==> config.mk <==
export PLATFORM = sky130hd
export DESIGN_NAME = calu_top
export DESIGN_NICKNAME = d
export VERILOG_FILES = /design/src/rtl/calu_pkg.sv /design/src/rtl/calu_adder.sv /design/src/rtl/calu_bitops.sv /design/src/rtl/calu_flagmerge.sv /design/src/rtl/calu_top.sv
export SDC_FILE = /design/constraint.sdc
export NUM_CORES = 1
export LEC_CHECK = 0
export ABC_AREA = 1
export BUFFER_PORTS_ARGS = -buffer_cell sky130_fd_sc_hd__buf_2
export CORE_MARGIN = 1.5
export CORE_UTILIZATION = 45
export DETAILED_ROUTE_END_ITERATION = 12
export PLACE_DENSITY_LB_ADDON = 0.1
export SLEW_MARGIN = 20
export SYNTH_ARGS = -nofsm -noshare
export SYNTH_HDL_FRONTEND = slang
export SYNTH_SLANG_ARGS = --single-unit
export TNS_END_PERCENT = 30
==> constraint.sdc <==
create_clock -name vclk -period 3.55
set_clock_uncertainty 0.1 [all_clocks]
set_input_delay 0.1775 -clock vclk [all_inputs]
set_output_delay 0.1775 -clock vclk [all_outputs]
set_load 0.05 [all_outputs]
==> src/rtl/calu_pkg.sv <==
package calu_pkg;
  localparam int NFLAG = 4;
  localparam int FC = 0;
  localparam int FZ = 1;
  localparam int FN = 2;
  localparam int FV = 3;

  typedef enum logic [4:0] {
    OP_ADD  = 5'd0,  OP_ADC  = 5'd1,  OP_SUB  = 5'd2,  OP_SBC  = 5'd3,
    OP_XOR  = 5'd4,  OP_OR   = 5'd5,  OP_AND  = 5'd6,  OP_NOT  = 5'd7,
    OP_NEG  = 5'd8,  OP_CMP  = 5'd9,  OP_INC  = 5'd10, OP_DEC  = 5'd11,
    OP_CINC = 5'd12, OP_CDEC = 5'd13, OP_ROR  = 5'd14, OP_ROL  = 5'd15,
    OP_PASS = 5'd16
  } calu_op_e;

  localparam logic [NFLAG-1:0] MASK_ALL  = 4'b1111;
  localparam logic [NFLAG-1:0] MASK_CNV  = 4'b1101;
  localparam logic [NFLAG-1:0] MASK_CZN  = 4'b0111;
  localparam logic [NFLAG-1:0] MASK_NONE = 4'b0000;
endpackage

==> src/rtl/calu_adder.sv <==
module calu_adder #(
  parameter int W = 8
) (
  input  calu_pkg::calu_op_e op,
  input  logic [W-1:0]       opa,
  input  logic [W-1:0]       opb,
  input  logic               cin,
  output logic [W-1:0]       sum,
  output logic               cout,
  output logic               ovf
);
  import calu_pkg::*;

  localparam logic [W-1:0] ZERO = '0;
  localparam logic [W-1:0] ONES = '1;

  function automatic logic [W:0] add_full(input logic [W-1:0] x, input logic [W-1:0] y,
                                          input logic ci);
    return {1'b0, x} + {1'b0, y} + {{W{1'b0}}, ci};
  endfunction

  function automatic logic signed_ovf(input logic xs, input logic ys, input logic rs);
    return (xs == ys) && (rs != xs);
  endfunction

  logic [W-1:0] x_sel, y_sel;
  logic         c_sel;
  logic [W:0]   full;

  always_comb begin
    x_sel = opa;
    y_sel = opb;
    c_sel = 1'b0;
    unique case (op)
      OP_ADD:  begin y_sel = opb;  c_sel = 1'b0; end
      OP_ADC:  begin y_sel = opb;  c_sel = cin;  end
      OP_SUB:  begin y_sel = ~opb; c_sel = 1'b1; end
      OP_SBC:  begin y_sel = ~opb; c_sel = cin;  end
      OP_NEG:  begin x_sel = ZERO; y_sel = ~opb; c_sel = 1'b1; end
      OP_CMP:  begin y_sel = ~opb; c_sel = 1'b1; end
      OP_INC:  begin y_sel = ZERO; c_sel = 1'b1; end
      OP_DEC:  begin y_sel = ONES; c_sel = 1'b0; end
      OP_CINC: begin y_sel = ZERO; c_sel = cin;  end
      OP_CDEC: begin y_sel = ONES; c_sel = cin;  end
      default: begin x_sel = opa;  y_sel = opb;  c_sel = 1'b0; end
    endcase
  end

  assign full = add_full(x_sel, y_sel, c_sel);
  assign sum  = full[W-1:0];
  assign cout = full[W];
  assign ovf  = signed_ovf(x_sel[W-1], y_sel[W-1], full[W-1]);

  always_comb begin
    if (op == OP_INC) assert_inc_wrap_R6: assert (cout == (opa == ONES))
      else $error("increment carry does not match wrap");
    if (op == OP_DEC) assert_dec_wrap_R6: assert (cout == (opa != ZERO))
      else $error("decrement carry does not match wrap");
  end
endmodule

==> src/rtl/calu_bitops.sv <==
module calu_bitops #(
  parameter int W = 8
) (
  input  calu_pkg::calu_op_e op,
  input  logic [W-1:0]       opa,
  input  logic [W-1:0]       opb,
  input  logic               cin,
  output logic [W-1:0]       res,
  output logic               rot_cout
);
  import calu_pkg::*;

  always_comb begin
    res      = opa;
    rot_cout = cin;
    unique case (op)
      OP_XOR: res = opa ^ opb;
      OP_OR:  res = opa | opb;
      OP_AND: res = opa & opb;
      OP_NOT: res = ~opa;
      OP_ROR: begin res = {cin, opa[W-1:1]}; rot_cout = opa[0];   end
      OP_ROL: begin res = {opa[W-2:0], cin}; rot_cout = opa[W-1]; end
      default: begin res = opa; rot_cout = cin; end
    endcase
  end

  always_comb begin
    if (op == OP_ROR) assert_ror_in_R8: assert (res[W-1] == cin && rot_cout == opa[0])
      else $error("rotate right carry path wrong");
    if (op == OP_ROL) assert_rol_in_R8: assert (res[0] == cin && rot_cout == opa[W-1])
      else $error("rotate left carry path wrong");
  end
endmodule

==> src/rtl/calu_flagmerge.sv <==
module calu_flagmerge #(
  parameter int NF = 4
) (
  input  logic [NF-1:0] flags_old,
  input  logic [NF-1:0] flags_new,
  input  logic [NF-1:0] wr_mask,
  output logic [NF-1:0] flags_merged
);
  for (genvar i = 0; i < NF; i++) begin : g_flag
    assign flags_merged[i] = wr_mask[i] ? flags_new[i] : flags_old[i];
  end
endmodule

==> src/rtl/calu_top.sv <==
module calu_top #(
  parameter int DATA_W = 8
) (
  input  logic [4:0]        op_sel,
  input  logic [DATA_W-1:0] opa,
  input  logic [DATA_W-1:0] opb,
  input  logic [3:0]        flags_in,
  output logic [DATA_W-1:0] result,
  output logic [3:0]        flags_out,
  output logic [3:0]        flag_wr
);
  import calu_pkg::*;

  localparam int MSB = DATA_W - 1;

  calu_op_e          op;
  logic [DATA_W-1:0] add_sum, bit_res;
  logic              add_cout, add_ovf, rot_cout;
  logic [NFLAG-1:0]  flags_new;

  assign op = (op_sel > 5'd15) ? OP_PASS : calu_op_e'(op_sel);

  calu_adder #(.W(DATA_W)) i_adder (
    .op(op), .opa(opa), .opb(opb), .cin(flags_in[FC]),
    .sum(add_sum), .cout(add_cout), .ovf(add_ovf)
  );

  calu_bitops #(.W(DATA_W)) i_bitops (
    .op(op), .opa(opa), .opb(opb), .cin(flags_in[FC]),
    .res(bit_res), .rot_cout(rot_cout)
  );

  always_comb begin
    result    = opb;
    flags_new = '0;
    flag_wr   = MASK_NONE;
    unique case (op)
      OP_ADD, OP_ADC, OP_SUB, OP_SBC: begin
        result        = add_sum;
        flags_new[FC] = add_cout;
        flags_new[FZ] = (add_sum == '0);
        flags_new[FN] = add_sum[MSB];
        flags_new[FV] = add_ovf;
        flag_wr       = MASK_ALL;
      end
      OP_XOR, OP_OR, OP_AND, OP_NOT: begin
        result        = bit_res;
        flags_new[FC] = bit_res[0];
        flags_new[FN] = bit_res[MSB];
        flags_new[FV] = bit_res[MSB-1];
        flag_wr       = MASK_CNV;
      end
      OP_NEG, OP_CMP: begin
        result        = (op == OP_CMP) ? opa : add_sum;
        flags_new[FZ] = (add_sum == '0);
        flags_new[FN] = add_sum[MSB];
        flags_new[FC] = (add_sum != '0);
        flag_wr       = MASK_CZN;
      end
      OP_INC, OP_DEC, OP_CINC, OP_CDEC: begin
        result        = add_sum;
        flags_new[FC] = add_cout;
        flags_new[FZ] = (add_sum == '0);
        flags_new[FN] = add_sum[MSB];
        flag_wr       = MASK_CZN;
      end
      OP_ROR, OP_ROL: begin
        result        = bit_res;
        flags_new[FC] = rot_cout;
        flags_new[FZ] = (bit_res == '0);
        flags_new[FN] = bit_res[MSB];
        flag_wr       = MASK_CZN;
      end
      default: begin
        result  = opb;
        flag_wr = MASK_NONE;
      end
    endcase
  end

  calu_flagmerge #(.NF(NFLAG)) i_merge (
    .flags_old(flags_in), .flags_new(flags_new),
    .wr_mask(flag_wr), .flags_merged(flags_out)
  );

  always_comb begin
    if (op_sel > 5'd15) assert_pass_quiet_R9: assert (flag_wr == '0 && flags_out == flags_in && result == opb)
      else $error("pass op touched flags or result");
    if (op == OP_CMP) assert_cmp_keeps_a_R5: assert (result == opa && flags_out[FC] != flags_out[FZ])
      else $error("compare changed result or carry not inverse of zero");
    if (op == OP_XOR || op == OP_OR || op == OP_AND || op == OP_NOT)
      assert_logic_z_kept_R3: assert (flags_out[FZ] == flags_in[FZ] && flags_out[FC] == result[0])
        else $error("logic op disturbed zero or carry not bit 0");
    if (op == OP_NEG) assert_neg_carry_R4: assert (flags_out[FC] == (opb != '0) && flags_out[FV] == flags_in[FV])
      else $error("negate carry or overflow wrong");
    if (flag_wr[FZ] && op != OP_CMP) assert_zero_flag_R11: assert (flags_out[FZ] == (result == '0))
      else $error("zero flag disagrees with result");
  end
endmodule

Yosys cells after proc, flatten, opt, wreduce, memory -nomap -nowiden

Index checks and enable logic that the tools add are counted.

$lt $le $gt $ge: 1
Add/subtract/negate cells: 2
Bitwise gates (word level): 5
Equality and inequality tests: 17
Multipliers: 0
Divide/modulo/power cells: 0
Mux-type cells: 17
Shift-type cells: 0
Reductions and logical operators: 18

Operators with widths:

| cell               | number |
|---|---|
| $pmux 8 s3         | 2 |
| $pmux 8 s6         | 1 |
| $eq 5x4->1 const B | 8 |
| $eq 5x3->1 const B | 4 |
| $reduce_or 4->1    | 5 |
| $logic_not 8->1    | 2 |
| $mux 8             | 2 |
| $not 8->8          | 2 |
| $reduce_or 8->1    | 2 |
| $pmux 4 s3         | 1 |
| $eq 5x2->1 const B | 2 |
| $pmux 1 s2         | 5 |
| $reduce_or 10->1   | 1 |
| $add 8x8->9        | 1 |
| $add 9x1->9        | 1 |
| $and 8x8->8        | 1 |
| $or 8x8->8         | 1 |
| $reduce_bool 8->1  | 1 |
| $reduce_or 2->1    | 4 |
| $xor 8x8->8        | 1 |
| $reduce_or 6->1    | 1 |
| $eq 5x1->1 const B | 1 |
| $gt 5x4->1 const B | 1 |
| $logic_not 5->1    | 1 |
| 6 further kinds    | 9 |

Flip-flop bits (word level): 0
ROM bits: 0
Latch bits: 0
RAM bits: 0
Input port bits: 25
Memories: 0
Output and inout port bits: 16

Longest topological paths before layout

Depth in word-level cells: 11
Mapped depth: 26
Depth with buffers taken out: 25

Hierarchy

Synthesis repeated with hierarchy kept, for this count alone.

Cells, all modules: 434
Area, all modules: 2332.2 um2

Modules (own cells, without submodules):

| module         | instances | area an instance (um2) | cells each |
|---|---|---|---|
| calu_bitops    | 1         | 1001.0                 | 163 |
| calu_adder     | 1         | 726.9                  | 132 |
| calu_top       | 1         | 544.3                  | 123 |
| calu_flagmerge | 1         | 60.1                   | 16 |

Least setup slack after synthesis

No wires, ideal clock.

Path kind: input port to output port
Start: input port op_sel[4]
End: output port flags_out[3]
Data arrival time: 3.356 ns
Slack: -0.084 ns
Path buffers: 2
Cell stages on the path: 19
Cell sequence: buf_6 -> inv_4 -> buf_4 -> nand2_2 -> inv_1 -> a31oi_1 -> nand2_2 -> inv_2 -> nand2_2 -> nand2_1 -> o21ai_0 -> o21ai_0 -> ha_1 -> nand2_1 -> inv_1 -> a21oi_1 -> nand2_1 -> xnor2_1 -> o31ai_1

Longest elaborated chain between the ends: 11

RTL lines:

| element                                                             | RTL line                         | RTL |
|---|---|---|
| start: declaration                                                  | calu_top.sv:4                    | `input logic [4:0] op_sel,` |
| $gt 5x4->1                                                          | --                               |  |
| $mux 5 *                                                            | calu_top.sv:21                   | `assign op = (op_sel > 5'd15) ? OP_PASS : calu_op_e'(op_sel);` |
| $eq 5x4->1, or another cell as far along                            | calu_adder.sv:34, calu_top.sv:37 |  |
| $reduce_or 4->1 (no source line) or $reduce_or 2->1 (tied branches) | --                               |  |
| $pmux 8 s3                                                          | calu_adder.sv:34                 | `unique case (op)` |
| $add 8x8->9                                                         | calu_adder.sv:19                 | `return {1'b0, x} + {1'b0, y} + {{W{1'b0}}, ci};` |
| $add 9x1->9                                                         | calu_adder.sv:19                 |  |
| $ne 1x1->1                                                          | calu_adder.sv:23                 | `return (xs == ys) && (rs != xs);` |
| $logic_and 1x1->1                                                   | calu_adder.sv:23                 |  |
| $pmux 1 s2                                                          | calu_top.sv:37                   | `unique case (op)` |
| $mux 1 *                                                            | calu_flagmerge.sv:10             | `assign flags_merged[i] = wr_mask[i] ? flags_new[i] : flags_old[i];` |
| end: declaration                                                    | calu_top.sv:9                    | `output logic [3:0] flags_out,` |

Every way passes the cells marked *; elsewhere a longest branch is shown, timed or not.

Worst setup path in the final report

Start: input port op_sel[4]
End: output port flags_out[0]

Longest elaborated chain between the ends: 10

RTL lines:

| element                                                             | RTL line                         | RTL |
|---|---|---|
| $gt 5x4->1                                                          | --                               |  |
| $mux 5 *                                                            | calu_top.sv:21                   |  |
| $eq 5x4->1, or another cell as far along                            | calu_adder.sv:34, calu_top.sv:37 |  |
| $reduce_or 4->1 (no source line) or $reduce_or 2->1 (tied branches) | --                               |  |
| $pmux 8 s3                                                          | calu_adder.sv:34                 |  |
| $add 8x8->9                                                         | calu_adder.sv:19                 |  |
| $add 9x1->9                                                         | calu_adder.sv:19                 |  |
| $reduce_bool 8->1                                                   | calu_top.sv:57                   | `flags_new[FC] = (add_sum != '0);` |
| $pmux 1 s4                                                          | calu_top.sv:37                   |  |
| $mux 1 *                                                            | calu_flagmerge.sv:10             |  |

Marked as above.

==> results.sh <==
export IMPL_ys_warn_count=0
export IMPL_io_pins=41
export IMPL_grt_max_degree=14
export IMPL_area_growth_pct=22.4
export IMPL_synth_compound_area_share_pct=17.8
export IMPL_setup_viol=0
export IMPL_drt_initial_drc_count=267
export IMPL_yosys_area_share_xor_xnor_pct=2.30
export IMPL_worst_setup_path_start_kind="primary input"
export IMPL_hp_class="in -> out"
export IMPL_slew_viol_final=0
export IMPL_clock_fmax_mhz=290
export IMPL_slew_headroom_pct=55.3
export IMPL_final_core_util_pct=58.0
export IMPL_die_w_um=68.1
export IMPL_wirelength_mm=6.66
export IMPL_track_usage_pct=28.5
export IMPL_portBuffers=41
export IMPL_synth_top_cell_area_share_pct=24.0
export IMPL_ir_drop_mv=0.116
export IMPL_cap_violations=0
export IMPL_grt_overflow=0
export IMPL_cts_hold_buf=0
export IMPL_synthMuxAreaShare_pct=0
export IMPL_gp_congestion=0.975
export IMPL_vias=2552
export IMPL_path_class="in -> out"
export IMPL_synthesis_nets=418
export IMPL_min_period_ns=3.45
export IMPL_core_area_um2=4030
export IMPL_timing_final_ws_setup_ns=0.100
export IMPL_seq_area_um2=0
export IMPL_grt_pass1_vias=2062
export IMPL_hold_viol=0
export IMPL_crit_arrival_ns=3.17
export IMPL_fillers=453
export IMPL_place_ws_ns=0.0129
export IMPL_fin_crit_sh_pct=97.2
export IMPL_drc=0
export IMPL_synth_adder_area_share_pct=17.2
export IMPL_n_antenna_cell=0
export IMPL_antenna_found_initial=0
export IMPL_syn_area_um2=1910
export IMPL_initial_utilization_pct=47.4
export IMPL_syn_inst=368
export IMPL_max_slew_worst_pin_slew_ns=0.670
export IMPL_nNetsFinal=471
export IMPL_ys_types=35
export IMPL_synth_simple_area_share_pct=48.7
export IMPL_dr_pass1_iters=5
export IMPL_yosys_top_cells_area="nand2_1 (24%), ha_1 (15%), inv_1 (11%), nor2_1 (8.5%), nand3_1 (7.1%)"
export IMPL_grt_pass1_wl_mm=10.1
export IMPL_status="finished clean"
export IMPL_critPathMaxFanout=10
export IMPL_die_area_um2=4640
export IMPL_clock_buffers=0
export IMPL_leakage_nw=1.34
export IMPL_endpoint_kind="output pin"
export IMPL_seq_area_frac_synth_pct=0
export IMPL_via_per_inst=5.44
export IMPL_yosys_area_top_type="nand2_1"
export IMPL_setup_tns_final_ns=0
export IMPL_wl_per_cell_um=14.2
export IMPL_avgSynthCellArea_um2=5.19
export IMPL_final_cell_mix="nand2_1 (121), inv_1 (56), nor2_1 (41)"
export IMPL_die_h_um=68.1
export IMPL_numSequentialCells=0
export IMPL_num_rows=23
export IMPL_worstPathRequired_ns=3.27
export IMPL_synth_top_family_by_area="simple AND/OR/NAND/NOR gates"
export IMPL_final_common_cell="nand2_1"
export IMPL_dpl_hpwl_mm=5.44
export IMPL_drive_gt1_share_pct=22.2
export IMPL_antenna_left=0
export IMPL_power_density_nw_per_um2=213
metrics by stage:
step / cells / power, mW / hold slack, ns / instance area (um^2)
5_1_grt: 469 / 0.544 / 0.676 / 2340
3_3_place_gp: 467 / 0.459 / 0.642 / 2240
2_1_floorplan: 368 / 0.341 / 0.533 / 1910
3_5_place_dp: 467 / 0.461 / 0.643 / 2240
4_1_cts: 467 / 0.462 / 0.642 / 2240
6_report: 469 / 0.499 / 0.640 / 2340
area by class of cell:
class,count,area [um^2],share of cell area (%)
inverters,60,230,9.86
repair buffers,57,340,14.6
multi-input cells,302,1700,72.9
well taps,50,62.6,2.68
synthesized netlist by cell type (all sizes together):
cell type and number:
nand2 127, inv 60, nor2 51, nand3 30, ha 23, a21oi 19
o21ai 17, buf 6, nor3 5, a22oi 4, o2111ai 4, o211ai 3
o22ai 3, xnor2 3, a31oi 2, fa 2, nand4 2, xor2 2
a21o 1, nand3b 1, nor3b 1, o21a 1, o31ai 1
metal layers:
layer  track usage, %  vias to the layer above  routed length, um
met2             48.1                      102               3020
met4             6.00                        0                174
li1                 -                     1277                  -
met3            0.658                       13                366
met5                0                        -                  0
met1             40.4                     1160               3100
path summary, 6_finish.rpt:
path                       end  slack [ns]        start  cells after the start
setup / recovery  flags_out[0]        0.10    op_sel[4]                     25
hold / removal    flags_out[2]        0.64  flags_in[2]                      4
where the power goes:
group / internal, mW / switching, mW / leakage (nW)
Sequential: 0 / 0 / 0
Clock: 0 / 0 / 0
Combinational: 0.162 / 0.337 / 1.34
Total: 0.162 / 0.337 / 1.34
critical path, stage by stage:
cell and delay (ns):
buf_2 0.14, clkinv_4 0.10, buf_4 0.17, nand3_2 0.13, nor2_4 0.06, a31oi_1 0.21
nand2_2 0.11, buf_4 0.17, a21oi_2 0.17, o21ai_4 0.08, fa_2 0.36, inv_1 0.08
fa_2 0.20, inv_1 0.05, nand4_1 0.10, o211ai_1 0.09, nand2_1 0.12, nand2_1 0.06
nand2_1 0.06, nand2_1 0.05, nand2_1 0.05, inv_1 0.04, nor2_1 0.10, nand3_2 0.11
buf_6 0.17
repair_timing:
action                                  CTS  global route
resized for setup                         0            24
endpoints found under the setup margin    0             5
setup buffers                             0             2
logic make-up after synthesis:
kind of cell               after synthesis
AOI/OAI and AO/OA                       55
and+or+nand+nor                        217
xor gates and xnor gates                 5
adders and majority gates               25
buffers and inverters                   66
Power figures use the tool's default switching activity.
